===== src/rtl/sap_pkg.sv =====
package sap_pkg;

  // True when slot bit time 'pos' carries one of the data bits.
  function automatic logic in_data_window(input int pos, input logic front,
                                          input int data_w, input int slot_w);
    if (front) return (pos < data_w);
    return (pos >= slot_w - data_w) && (pos < slot_w);
  endfunction

  // Sample bit number sent or received at slot bit time 'pos'.
  function automatic int data_bit_index(input int pos, input logic front,
                                        input logic msb, input int data_w,
                                        input int slot_w);
    int k;
    k = front ? pos : pos - (slot_w - data_w);
    return msb ? (data_w - 1 - k) : k;
  endfunction

endpackage


===== src/rtl/sap_clkgen.sv =====
module sap_clkgen #(
  parameter int DIV    = 4,
  parameter int SLOT_W = 32
) (
  input  logic clk,
  input  logic rst_n,
  input  logic enable,
  output logic bclk,
  output logic ws,
  output logic fall_evt,
  output logic rise_evt,
  output logic ws_next
);
  localparam int HALF  = DIV / 2;
  localparam int HW    = (HALF > 1) ? $clog2(HALF) : 1;
  localparam int FRAME = 2 * SLOT_W;
  localparam int FW    = $clog2(FRAME);

  logic [HW-1:0] div_q;
  logic [FW-1:0] fcnt_q;
  logic [FW-1:0] fcnt_inc;
  logic          half_done;

  assign half_done = enable && (div_q == HW'(HALF - 1));
  assign fall_evt  = half_done && bclk;
  assign rise_evt  = half_done && !bclk;
  assign fcnt_inc  = fcnt_q + 1'b1;
  assign ws_next   = ({1'b0, fcnt_inc} < (FW + 1)'(SLOT_W));

  always_ff @(posedge clk or negedge rst_n) begin
    if (!rst_n) begin
      div_q  <= '0;
      bclk   <= 1'b1;
      ws     <= 1'b0;
      fcnt_q <= '1;
    end else if (!enable) begin
      div_q  <= '0;
      bclk   <= 1'b1;
      ws     <= 1'b0;
      fcnt_q <= '1;
    end else begin
      div_q <= half_done ? '0 : div_q + 1'b1;
      if (half_done) bclk <= ~bclk;
      if (fall_evt) begin
        fcnt_q <= fcnt_inc;
        ws     <= ws_next;
      end
    end
  end

  AST_WS_MOVES_ON_FALL: assert property (@(posedge clk) disable iff (!rst_n)
    enable && $stable(enable) && !$stable(ws) |-> !bclk);

endmodule


===== src/rtl/sap_sync.sv =====
module sap_sync #(
  parameter int STAGES = 2
) (
  input  logic clk,
  input  logic rst_n,
  input  logic bclk_i,
  input  logic ws_i,
  input  logic sd_i,
  output logic ws_o,
  output logic sd_o,
  output logic rise_evt,
  output logic fall_evt
);
  localparam int NSIG = 3;

  logic [STAGES-1:0][NSIG-1:0] stage_q;
  logic [NSIG-1:0]             tail;
  logic                        bclk_last;

  always_ff @(posedge clk or negedge rst_n) begin
    if (!rst_n) begin
      stage_q   <= '0;
      bclk_last <= 1'b0;
    end else begin
      stage_q[0] <= {sd_i, ws_i, bclk_i};
      for (int s = 1; s < STAGES; s++) stage_q[s] <= stage_q[s-1];
      bclk_last <= stage_q[STAGES-1][0];
    end
  end

  assign tail     = stage_q[STAGES-1];
  assign rise_evt = tail[0] && !bclk_last;
  assign fall_evt = !tail[0] && bclk_last;
  assign ws_o     = tail[1];
  assign sd_o     = tail[2];

endmodule


===== src/rtl/sap_slot_tracker.sv =====
module sap_slot_tracker #(
  parameter int SLOT_W = 32,
  localparam int PW    = $clog2(SLOT_W) + 1
) (
  input  logic          clk,
  input  logic          rst_n,
  input  logic          master,
  input  logic          fall_evt,
  input  logic          ws_now,
  output logic [PW-1:0] cur_pos,
  output logic          cur_chan,
  output logic          cur_aligned,
  output logic [PW-1:0] nxt_pos,
  output logic          nxt_chan,
  output logic          nxt_aligned,
  output logic          frame_start
);
  logic ws_last;
  logic seen;
  logic ws_edge;

  // The first level seen in slave mode only primes ws_last.
  assign ws_edge     = fall_evt && (seen ? (ws_now != ws_last) : (master && ws_now));
  assign frame_start = ws_edge && ws_now;
  assign nxt_aligned = cur_aligned || ws_edge;
  assign nxt_chan    = ws_edge ? !ws_now : cur_chan;
  assign nxt_pos     = ws_edge ? '0 :
                       (cur_pos == PW'(SLOT_W)) ? cur_pos : cur_pos + 1'b1;

  always_ff @(posedge clk or negedge rst_n) begin
    if (!rst_n) begin
      ws_last     <= 1'b0;
      seen        <= 1'b0;
      cur_pos     <= PW'(SLOT_W);
      cur_chan    <= 1'b0;
      cur_aligned <= 1'b0;
    end else if (fall_evt) begin
      ws_last     <= ws_now;
      seen        <= 1'b1;
      cur_pos     <= nxt_pos;
      cur_chan    <= nxt_chan;
      cur_aligned <= nxt_aligned;
    end
  end

  AST_REALIGN_ON_WS: assert property (@(posedge clk) disable iff (!rst_n)
    ws_edge |=> (cur_pos == '0));
  AST_POS_BOUND: assert property (@(posedge clk) disable iff (!rst_n)
    cur_pos <= PW'(SLOT_W));

endmodule


===== src/rtl/sap_datapath.sv =====
module sap_datapath
  import sap_pkg::*;
#(
  parameter int DATA_W = 16,
  parameter int SLOT_W = 32,
  localparam int PW    = $clog2(SLOT_W) + 1,
  localparam int IW    = $clog2(DATA_W)
) (
  input  logic              clk,
  input  logic              rst_n,
  input  logic              slot_front,
  input  logic              msb_first,
  input  logic              fall_evt,
  input  logic              rise_evt,
  input  logic              sdi_bit,
  input  logic [PW-1:0]     cur_pos,
  input  logic              cur_chan,
  input  logic              cur_aligned,
  input  logic [PW-1:0]     nxt_pos,
  input  logic              nxt_chan,
  input  logic              nxt_aligned,
  input  logic              frame_start,
  input  logic [DATA_W-1:0] tx_left,
  input  logic [DATA_W-1:0] tx_right,
  output logic              sdo,
  output logic [DATA_W-1:0] rx_left,
  output logic [DATA_W-1:0] rx_right,
  output logic              rx_valid
);
  logic [1:0][DATA_W-1:0] tx_q;
  logic [1:0][DATA_W-1:0] rx_acc;
  logic [DATA_W-1:0]      tx_word;
  logic                   nxt_win, cur_win;
  logic [IW-1:0]          nxt_idx, cur_idx;
  logic                   armed;
  logic                   publish;

  assign nxt_win = nxt_aligned &&
                   in_data_window(int'(nxt_pos), slot_front, DATA_W, SLOT_W);
  assign cur_win = cur_aligned &&
                   in_data_window(int'(cur_pos), slot_front, DATA_W, SLOT_W);
  assign nxt_idx = IW'(data_bit_index(int'(nxt_pos), slot_front, msb_first, DATA_W, SLOT_W));
  assign cur_idx = IW'(data_bit_index(int'(cur_pos), slot_front, msb_first, DATA_W, SLOT_W));

  // At a frame start the first bit comes straight from the core port.
  assign tx_word = frame_start ? tx_left : tx_q[nxt_chan];
  assign publish = frame_start && armed;

  always_ff @(posedge clk or negedge rst_n) begin
    if (!rst_n) begin
      tx_q     <= '0;
      rx_acc   <= '0;
      sdo      <= 1'b0;
      rx_left  <= '0;
      rx_right <= '0;
      rx_valid <= 1'b0;
      armed    <= 1'b0;
    end else begin
      rx_valid <= publish;
      if (fall_evt) begin
        sdo <= nxt_win ? tx_word[nxt_idx] : 1'b0;
        if (frame_start) begin
          tx_q  <= {tx_right, tx_left};
          armed <= 1'b1;
        end
      end
      if (publish) begin
        rx_left  <= rx_acc[0];
        rx_right <= rx_acc[1];
      end
      if (rise_evt && cur_win) rx_acc[cur_chan][cur_idx] <= sdi_bit;
    end
  end

  AST_VALID_ONE_CYCLE: assert property (@(posedge clk) disable iff (!rst_n)
    rx_valid |=> !rx_valid);
  AST_IDLE_BITS_ZERO: assert property (@(posedge clk) disable iff (!rst_n)
    !cur_win |-> !sdo);
  AST_TX_HELD_IN_FRAME: assert property (@(posedge clk) disable iff (!rst_n)
    !frame_start |=> $stable(tx_q));

endmodule


===== src/rtl/sap_port.sv =====
module sap_port #(
  parameter int DATA_W      = 16,
  parameter int SLOT_W      = 32,
  parameter int DIV         = 4,
  parameter int SYNC_STAGES = 2,
  localparam int PW         = $clog2(SLOT_W) + 1
) (
  input  logic              clk,
  input  logic              rst_n,
  input  logic              master_en,
  input  logic              slot_front,
  input  logic              msb_first,
  input  logic              bclk_in,
  input  logic              ws_in,
  output logic              bclk_out,
  output logic              ws_out,
  output logic              clk_oe,
  input  logic              sdi,
  output logic              sdo,
  input  logic [DATA_W-1:0] tx_left,
  input  logic [DATA_W-1:0] tx_right,
  output logic [DATA_W-1:0] rx_left,
  output logic [DATA_W-1:0] rx_right,
  output logic              rx_valid
);
  logic          gen_fall, gen_rise, gen_ws_next;
  logic          sl_fall, sl_rise, sl_ws, sl_sd;
  logic          fall_evt, rise_evt, ws_now, sdi_bit;
  logic [PW-1:0] cur_pos, nxt_pos;
  logic          cur_chan, nxt_chan, cur_aligned, nxt_aligned, frame_start;

  sap_clkgen #(.DIV(DIV), .SLOT_W(SLOT_W)) u_clkgen (
    .clk(clk), .rst_n(rst_n), .enable(master_en),
    .bclk(bclk_out), .ws(ws_out),
    .fall_evt(gen_fall), .rise_evt(gen_rise), .ws_next(gen_ws_next)
  );

  sap_sync #(.STAGES(SYNC_STAGES)) u_sync (
    .clk(clk), .rst_n(rst_n),
    .bclk_i(bclk_in), .ws_i(ws_in), .sd_i(sdi),
    .ws_o(sl_ws), .sd_o(sl_sd), .rise_evt(sl_rise), .fall_evt(sl_fall)
  );

  assign fall_evt = master_en ? gen_fall    : sl_fall;
  assign rise_evt = master_en ? gen_rise    : sl_rise;
  assign ws_now   = master_en ? gen_ws_next : sl_ws;
  assign sdi_bit  = master_en ? sdi         : sl_sd;
  assign clk_oe   = master_en;

  sap_slot_tracker #(.SLOT_W(SLOT_W)) u_tracker (
    .clk(clk), .rst_n(rst_n), .master(master_en),
    .fall_evt(fall_evt), .ws_now(ws_now),
    .cur_pos(cur_pos), .cur_chan(cur_chan), .cur_aligned(cur_aligned),
    .nxt_pos(nxt_pos), .nxt_chan(nxt_chan), .nxt_aligned(nxt_aligned),
    .frame_start(frame_start)
  );

  sap_datapath #(.DATA_W(DATA_W), .SLOT_W(SLOT_W)) u_datapath (
    .clk(clk), .rst_n(rst_n),
    .slot_front(slot_front), .msb_first(msb_first),
    .fall_evt(fall_evt), .rise_evt(rise_evt), .sdi_bit(sdi_bit),
    .cur_pos(cur_pos), .cur_chan(cur_chan), .cur_aligned(cur_aligned),
    .nxt_pos(nxt_pos), .nxt_chan(nxt_chan), .nxt_aligned(nxt_aligned),
    .frame_start(frame_start),
    .tx_left(tx_left), .tx_right(tx_right),
    .sdo(sdo), .rx_left(rx_left), .rx_right(rx_right), .rx_valid(rx_valid)
  );

endmodule


===== config.mk =====
export PLATFORM = sky130hd
export DESIGN_NAME = sap_port
export DESIGN_NICKNAME = d
export VERILOG_FILES = /design/src/rtl/sap_pkg.sv /design/src/rtl/sap_clkgen.sv /design/src/rtl/sap_sync.sv /design/src/rtl/sap_slot_tracker.sv /design/src/rtl/sap_datapath.sv /design/src/rtl/sap_port.sv
export SDC_FILE = /design/constraint.sdc
export NUM_CORES = 1
export LEC_CHECK = 0
export BUFFER_PORTS_ARGS = -buffer_cell sky130_fd_sc_hd__buf_2
export CORE_MARGIN = 2
export CORE_UTILIZATION = 56
export CTS_CLUSTER_SIZE = 25
export DETAILED_ROUTE_END_ITERATION = 6
export PLACE_DENSITY = 0.88
export SYNTH_ARGS = -nofsm -noshare
export SYNTH_HDL_FRONTEND = slang
export SYNTH_SLANG_ARGS = --single-unit

===== constraint.sdc =====
create_clock -name clk -period 3.5 [get_ports clk]
set_clock_uncertainty 0.15 [all_clocks]
set_input_delay 0.35 -clock clk [delete_from_list [all_inputs] [get_ports clk]]
set_output_delay 0.35 -clock clk [all_outputs]
set_load 0.05 [all_outputs]

==> impl_metrics.yaml, run 1 <==
floorplanning:
  core_area_sq_um: 10370
  rows: 37
  die_h_um: 107.4
  dieArea_sq_um: 11540
  num_io_pins: 77
  start_util: 0.5778
  die_w_um: 107.4
worst_hold_path:
  min_path_type: "flop to flop"
worst_setup_path:
  cp.depth: 13
  startpoint: "master_en"
  rr_startpoint: "u_clkgen.fcnt_q[5]"
  startpoint_type: "input port"
  timing.critical_path.arrival_ns: 3.51
  reg2regPathDepth: 11
  critPathMaxFanout: 18
  worstPathCellList: "dlygate4sd3_1 -> clkbuf_4 -> nand2b_1 -> mux2i_4 -> or4_1 -> o221ai_4 -> buf_4 -> mux2i_1 -> a211oi_1 -> a2111oi_1 -> o21ai_1 -> a31oi_1 -> a41oi_1"
  crit_type: "input port to flop"
  r2r_setup_slack_ns: 0.24
  endpoint_kind: "flop"
  crit_end: "u_datapath.sdo"
  max_stage_delay_ns: 0.58
  cp_data_required_time_ns: 3.74
  cpMaxStageDelayCell: "or4_1"
  worstReg2RegEnd: "u_datapath.sdo"
  cpLargestDelayFamily: "compound AO/OA/AOI/OAI gates"
  worstPathBufferInverterCount: 3
layout:
  finalNonFillerCells: 842
  drive_gt1_frac: 0.2890
  final_net_count: 736
  diodes: 0
  areaGrowthSynthToFinish_pct: 25.85
drt:
  wl_mm: 15.45
  wire_per_inst_um: 18.35
  num_vias: 5015
  post_drt_via_cell_ratio: 5.956
  initialDrtViolationCount: 382
  drt-pass1-iter-count: 5
  remaining_drc_errors: 0
  ant_nets: 0
timing:
  worst_slack_ns: 0.2296
  max_freq_ghz: 0.3058
  finalCriticalPeriod_ns: 3.270
  worst_pin_slew_ns: 0.9340
  setup_violations: 0
  hold_viol: 0
  slew_violations: 0
  slew_headroom: 0.3773
  finalSetupTns_ns: 0
  finalCritPeriodShare: 0.9344
logic_synthesis:
  synth_top_area_frac: 0.4886
  yosys-top-cells-area: "dfrtp_1 49%, mux2_2 11%, nand2_1 8.3%"
  yosys_most_used_dff: "dfrtp_1"
  yosysTopAreaCell: "dfrtp_1"
  syn-cell-area_sq_um: 5992
  synth-edff-count: 0
  yosysSeqAreaShare: 0.5237
  syn-num-nets: 620
  synth_common_cells: "133 x nand2_1, 117 x dfrtp_1, 58 x mux2_2"
  synth_seq_cells: 125
  ys_warn_count: 0
  syn-instance-count: 577
  synth.most_common_cell: "nand2_1"
  avgSynthCellArea_sq_um: 10.38
  async_reset_ff_frac: 1.000
  synth_cell_types: 60
pwr:
  combPwrFrac: 0.332
  power.leakage_nw: 3.768
  p_sw_frac: 0.3682
  power.density_nw_per_um2: 777.5
  total_power_w: 0.005863
  internal_power_w: 0.003704
  pwr-share-clk: 0.304
  vdd.ir_drop.worst_mv: 0.4749
  p_sw_w: 0.002159
  seq_power_share: 0.364
global_routing:
  grt_pass1_wl_mm: 24.36
  gr-total-overflow: 0
  grt_usage: 0.2753
  grt_pass1_vias: 4941
  antenna_found_initial: 0
  grt_max_degree: 74
cts:
  path_clk_slew_ns: 0.06
  clockRootBuffer: "clkbuf_8"
  clk_latency_ns: 0.53
  numCtsBuffers: 17
  cts_buffer_depth: 2
  cts_tree: "done"
  htreeDepth: 4
  tritoncts_num_sinks: 125
placed_design:
  dp_hpwl_mm: 9.067
  gp_congestion: 0.9482
  post-place-ws_ns: 0.2288
  place_inst: 769
  numPortBuffers: 76
job:
  cap_viol_max_count: 0
status:
  status: "finished, final reports clean"
==> how the worst min path moves through the flow <==
stage                                 start        endpoint  cells past startpoint
after floorplan                       rst_n  u_clkgen.div_q                      0
after global placement    u_sync.stage_q[1]  u_sync.tail[1]                      0
after detailed placement  u_sync.stage_q[0]  u_sync.tail[0]                      0
after CTS                 u_sync.stage_q[1]  u_sync.tail[1]                      0
after global routing      u_sync.stage_q[1]  u_sync.tail[1]                      0
final                     u_sync.stage_q[1]  u_sync.tail[1]                      0
==> per-layer routing <==
layer | GRT usage | share of wire | up-vias
met4 | 0.1273 | 0.038 | 0
li1 | - | - | 2230
met3 | 0.05690 | 0.074 | 69
met1 | 0.3435 | 0.39 | 2415
met5 | 0 | 0 | -
met2 | 0.4616 | 0.50 | 301
==> logic make-up (layout without fill, tap and decap cells) <==
family	after synthesis	in the layout	synth area share
and+or+nand+nor	232	232	0.1710
DFF	125	125	0.5237
muxes	85	85	0.1577
AOI/OAI and AO/OA	73	73	0.08792
buffers and inverters	45	174	0.03299
xor gates and xnor gates	14	14	0.02046
adders and majority gates	3	3	0.006265
==> placed cells by master, fill, tap and decap left out, types with 3 or more instances in the layout <==
master,instances
nand2_1,133
mux2_1,14
xor2_1,3
o21ai_0,22
and3_1,6
nor2_1,40
mux2_2,58
dfstp_2,8
o211ai_1,3
and2_1,3
clkbuf_8,3
clkinv_2,4
a21oi_1,11
buf_4,13
inv_1,14
nand2b_1,6
nor3_1,7
mux2i_1,12
dfrtp_1,117
clkbuf_16,16
xnor2_1,11
a2bb2oi_1,3
nand4_1,7
buf_2,74
bufinv_16,3
inv_6,4
ha_1,3
nand3_1,10
o221ai_1,3
dlygate4sd3_1,37
a31oi_1,6
==> state kept, by name, indices dropped and copies added (netlist names), 3 cells and up <==
name	cells
u_sync.stage_q	3
u_datapath.rx_left	16
u_clkgen.fcnt_q	6
u_datapath.tx_q	32
u_datapath.rx_right	16
u_sync.tail	3
u_datapath.rx_acc	32
u_tracker.cur_pos	6
==> what timing repair did <==
action,in CTS,in global routing
setup buffers,0,4
setup endpoints to repair,0,1
hold buffers,37,0
gates resized for setup,0,7
endpoints found under the hold margin,102,0
==> through the flow <==
stage	hold WS (ns)	cell area, sq um	util
after floorplan	-0.09559	5992	-
after global placement	0.1870	6496	0.6264
after detailed placement	0.1870	6496	0.6264
after CTS	0.2007	7470	0.7203
after global routing	0.2081	7541	0.7272
final	0.1978	7541	0.7272
==> power groups by stage <==
stage               clock network, W  logic, W  registers, W
floorplan                          0   0.00112       0.00225
global placement                   0   0.00166       0.00209
detailed placement                 0   0.00174       0.00211
CTS                          0.00179   0.00180       0.00210
global route                 0.00187   0.00209       0.00216
finish                       0.00178   0.00195       0.00213
==> final cells by class <==
class | count | area [sq um]
Clock buffer | 19 | 441.7
Clock inverter | 13 | 161.4
Fill cell | 638 | 2829
Inverter | 15 | 56.30
Multi-Input combinational cell | 407 | 2688
Sequential cell | 125 | 3138
Tap cell | 136 | 170.2
Timing Repair Buffer | 127 | 885.9
Power figures use the tool's default switching activity.
==> inputs of run 2 (changes only) <==
--- a/config.mk
+++ b/config.mk
@@ -7,10 +7,11 @@
 export LEC_CHECK = 0
 export BUFFER_PORTS_ARGS = -buffer_cell sky130_fd_sc_hd__buf_2
 export CORE_MARGIN = 2
-export CORE_UTILIZATION = 56
+export CORE_UTILIZATION = 50
 export CTS_CLUSTER_SIZE = 25
 export DETAILED_ROUTE_END_ITERATION = 6
-export PLACE_DENSITY = 0.88
+export HOLD_SLACK_MARGIN = 0.15
+export PLACE_DENSITY = 0.81
 export SYNTH_ARGS = -nofsm -noshare
 export SYNTH_HDL_FRONTEND = slang
 export SYNTH_SLANG_ARGS = --single-unit
==> constraint.sdc (replaced) <==
create_clock -name clk -period 3.9 [get_ports clk]
set_clock_uncertainty 0.15 [all_clocks]
set_input_delay 0.39 -clock clk [delete_from_list [all_inputs] [get_ports clk]]
set_output_delay 0.39 -clock clk [all_outputs]
set_load 0.05 [all_outputs]
==> impl_metrics.yaml, run 2 (synthesis gave the netlist of run 1 again) <==
worst_setup_path:
  endpoint_kind: "flop"
  cp_data_required_time_ns: 4.03
  timing.critical_path.arrival_ns: 3.65
  startpoint_type: "input port"
  critPathMaxFanout: 36
  crit_type: "input port to flop"
status:
  status: "finished, final reports clean"
timing:
  setup_violations: 0
  slew_headroom: 0.3069
  slew_violations: 0
  hold_viol: 0
  worst_pin_slew_ns: 1.040
  finalSetupTns_ns: 0
  max_freq_ghz: 0.2842
  rsz0062_at_grt: "no"
  finalCritPeriodShare: 0.9022
  finalCriticalPeriod_ns: 3.519
cts:
  path_clk_slew_ns: 0.05
  clockRootBuffer: "clkbuf_16"
  postCtsSetupBuffers: 0
  numCtsBuffers: 17
  cts_tree: "done"
  cts_buffer_depth: 2
  tritoncts_num_sinks: 125
  htreeDepth: 4
  clk_latency_ns: 0.42
  cts_resized: 0
layout:
  top_regs: "u_datapath.rx_acc x32, u_datapath.tx_q x32"
  finalNonFillerCells: 840
  final_net_count: 727
  multi_input_area_sq_um: 2661
  areaGrowthSynthToFinish_pct: 24.45
  diodes: 0
  drive_gt1_frac: 0.2740
  ff_latch_area_sq_um: 3138
  layout_commonest_cell: "nand2_1"
  fillers: 885
  mostFrequentLayoutCells: "133 x nand2_1, 117 x dfrtp_1, 75 x buf_2, 58 x mux2_2, 40 x nor2_1"
placed_design:
  dp_hpwl_mm: 8.749
  numPortBuffers: 76
  place_inst: 771
  gp_congestion: 0.9050
global_routing:
  gr-total-overflow: 0
  grt_usage: 0.2260
  grt_max_degree: 82
  grt_pass1_wl_mm: 22.89
  antenna_found_initial: 0
  grt_pass1_vias: 4674
drt:
  remaining_drc_errors: 0
  num_vias: 4601
  wire_per_inst_um: 16.02
  wl_mm: 13.45
  ant_nets: 0
  drt-pass1-iter-count: 7
  post_drt_via_cell_ratio: 5.477
  initialDrtViolationCount: 289
floorplanning:
  core_area_sq_um: 11560
  start_util: 0.5181
  die_h_um: 113.5
  die_w_um: 113.5
  rows: 39
  num_io_pins: 77
  dieArea_sq_um: 12880
pwr:
  power.density_nw_per_um2: 681.0
  power.leakage_nw: 3.717
  vdd.ir_drop.worst_mv: 0.3728
job:
  cap_viol_max_count: 0
worst_hold_path:
  min_path_type: "flop to flop"
-- run 2: changes by cell type in the layout (fill, tap and decap cells not counted), sizes merged --
cell / previous run / this run
buf: 89 / 81
inv: 18 / 15
clkbuf: 20 / 22
-- run 2: per-layer routing --
metal  global-route usage  routed length, um  part of all wire  up-vias
li1                     -                  -                 -     2197
met1               0.2965               6022              0.45     2247
met2               0.3645               6574              0.49      129
met3              0.05845                554             0.041       28
met4              0.08537                303             0.023        0
met5                    0                  0                 0        -
-- run 2: layout make-up --
cell class	count	share of cell area
clock inverters	10	0.01812
well taps	143	0.02399
repair buffers	118	0.1077
clock buffers	22	0.06493
inverters	15	0.007550
flip-flops and latches	125	0.4208
multi-input cells	407	0.3569
-- run 2: path summary, 6_finish.rpt --
check / depth (start not counted) / slack, ns / to / start
setup / recovery: 12 / 0.38 / u_datapath.sdo / master_en
hold / removal: 0 / 0.20 / u_sync.tail[1] / u_sync.stage_q[1]
setup reg to reg: 10 / 0.60 / u_datapath.sdo / u_clkgen.fcnt_q[1]
hold reg to reg: 0 / 0.20 / u_sync.tail[1] / u_sync.stage_q[1]
max in group asynchronous: 3 / 2.26 / u_datapath.rx_acc[3] / rst_n
min in group asynchronous: 2 / 0.54 / u_datapath.tx_q[1] / rst_n
-- run 2: where the power goes --
| part | switching, W | internal (W) |
|---|---|---|
| clock network | 0.000557 | 0.00107 |
| logic | 0.000973 | 0.000609 |
| registers | 0.000233 | 0.00164 |
-- run 2: metrics by stage --
step	setup slack [ns]	area, sq um	utilization	hold slack, ns	total power (W)
after floorplan	0.8001	5992	-	-0.05559	0.003019
after global placement	0.6353	6467	0.5592	0.1910	0.003353
after detailed placement	0.5367	6467	0.5592	0.1902	0.003412
after CTS	0.4233	7457	0.6448	0.2026	0.005089
after global routing	0.1579	7457	0.6448	0.2234	0.005355
final	0.3813	7457	0.6448	0.2044	0.005078
-- run 2: timing repair --
| item | CTS | global route |
|---|---|---|
| hold endpoints to repair | 111 | 0 |
| endpoints found under the setup margin | 0 | 0 |
| hold buffers | 37 | 0 |
-- run 2: critical path, cell delays in order --
cell,delay (ns)
dlygate4sd3_1,0.52
buf_2,0.28
nand2b_1,0.19
mux2i_2,0.34
nor2_2,0.18
or3_4,0.57
o211a_1,0.27
a2bb2oi_1,0.14
a2111oi_0,0.40
o21ai_1,0.14
a31oi_1,0.16
a41oi_1,0.06
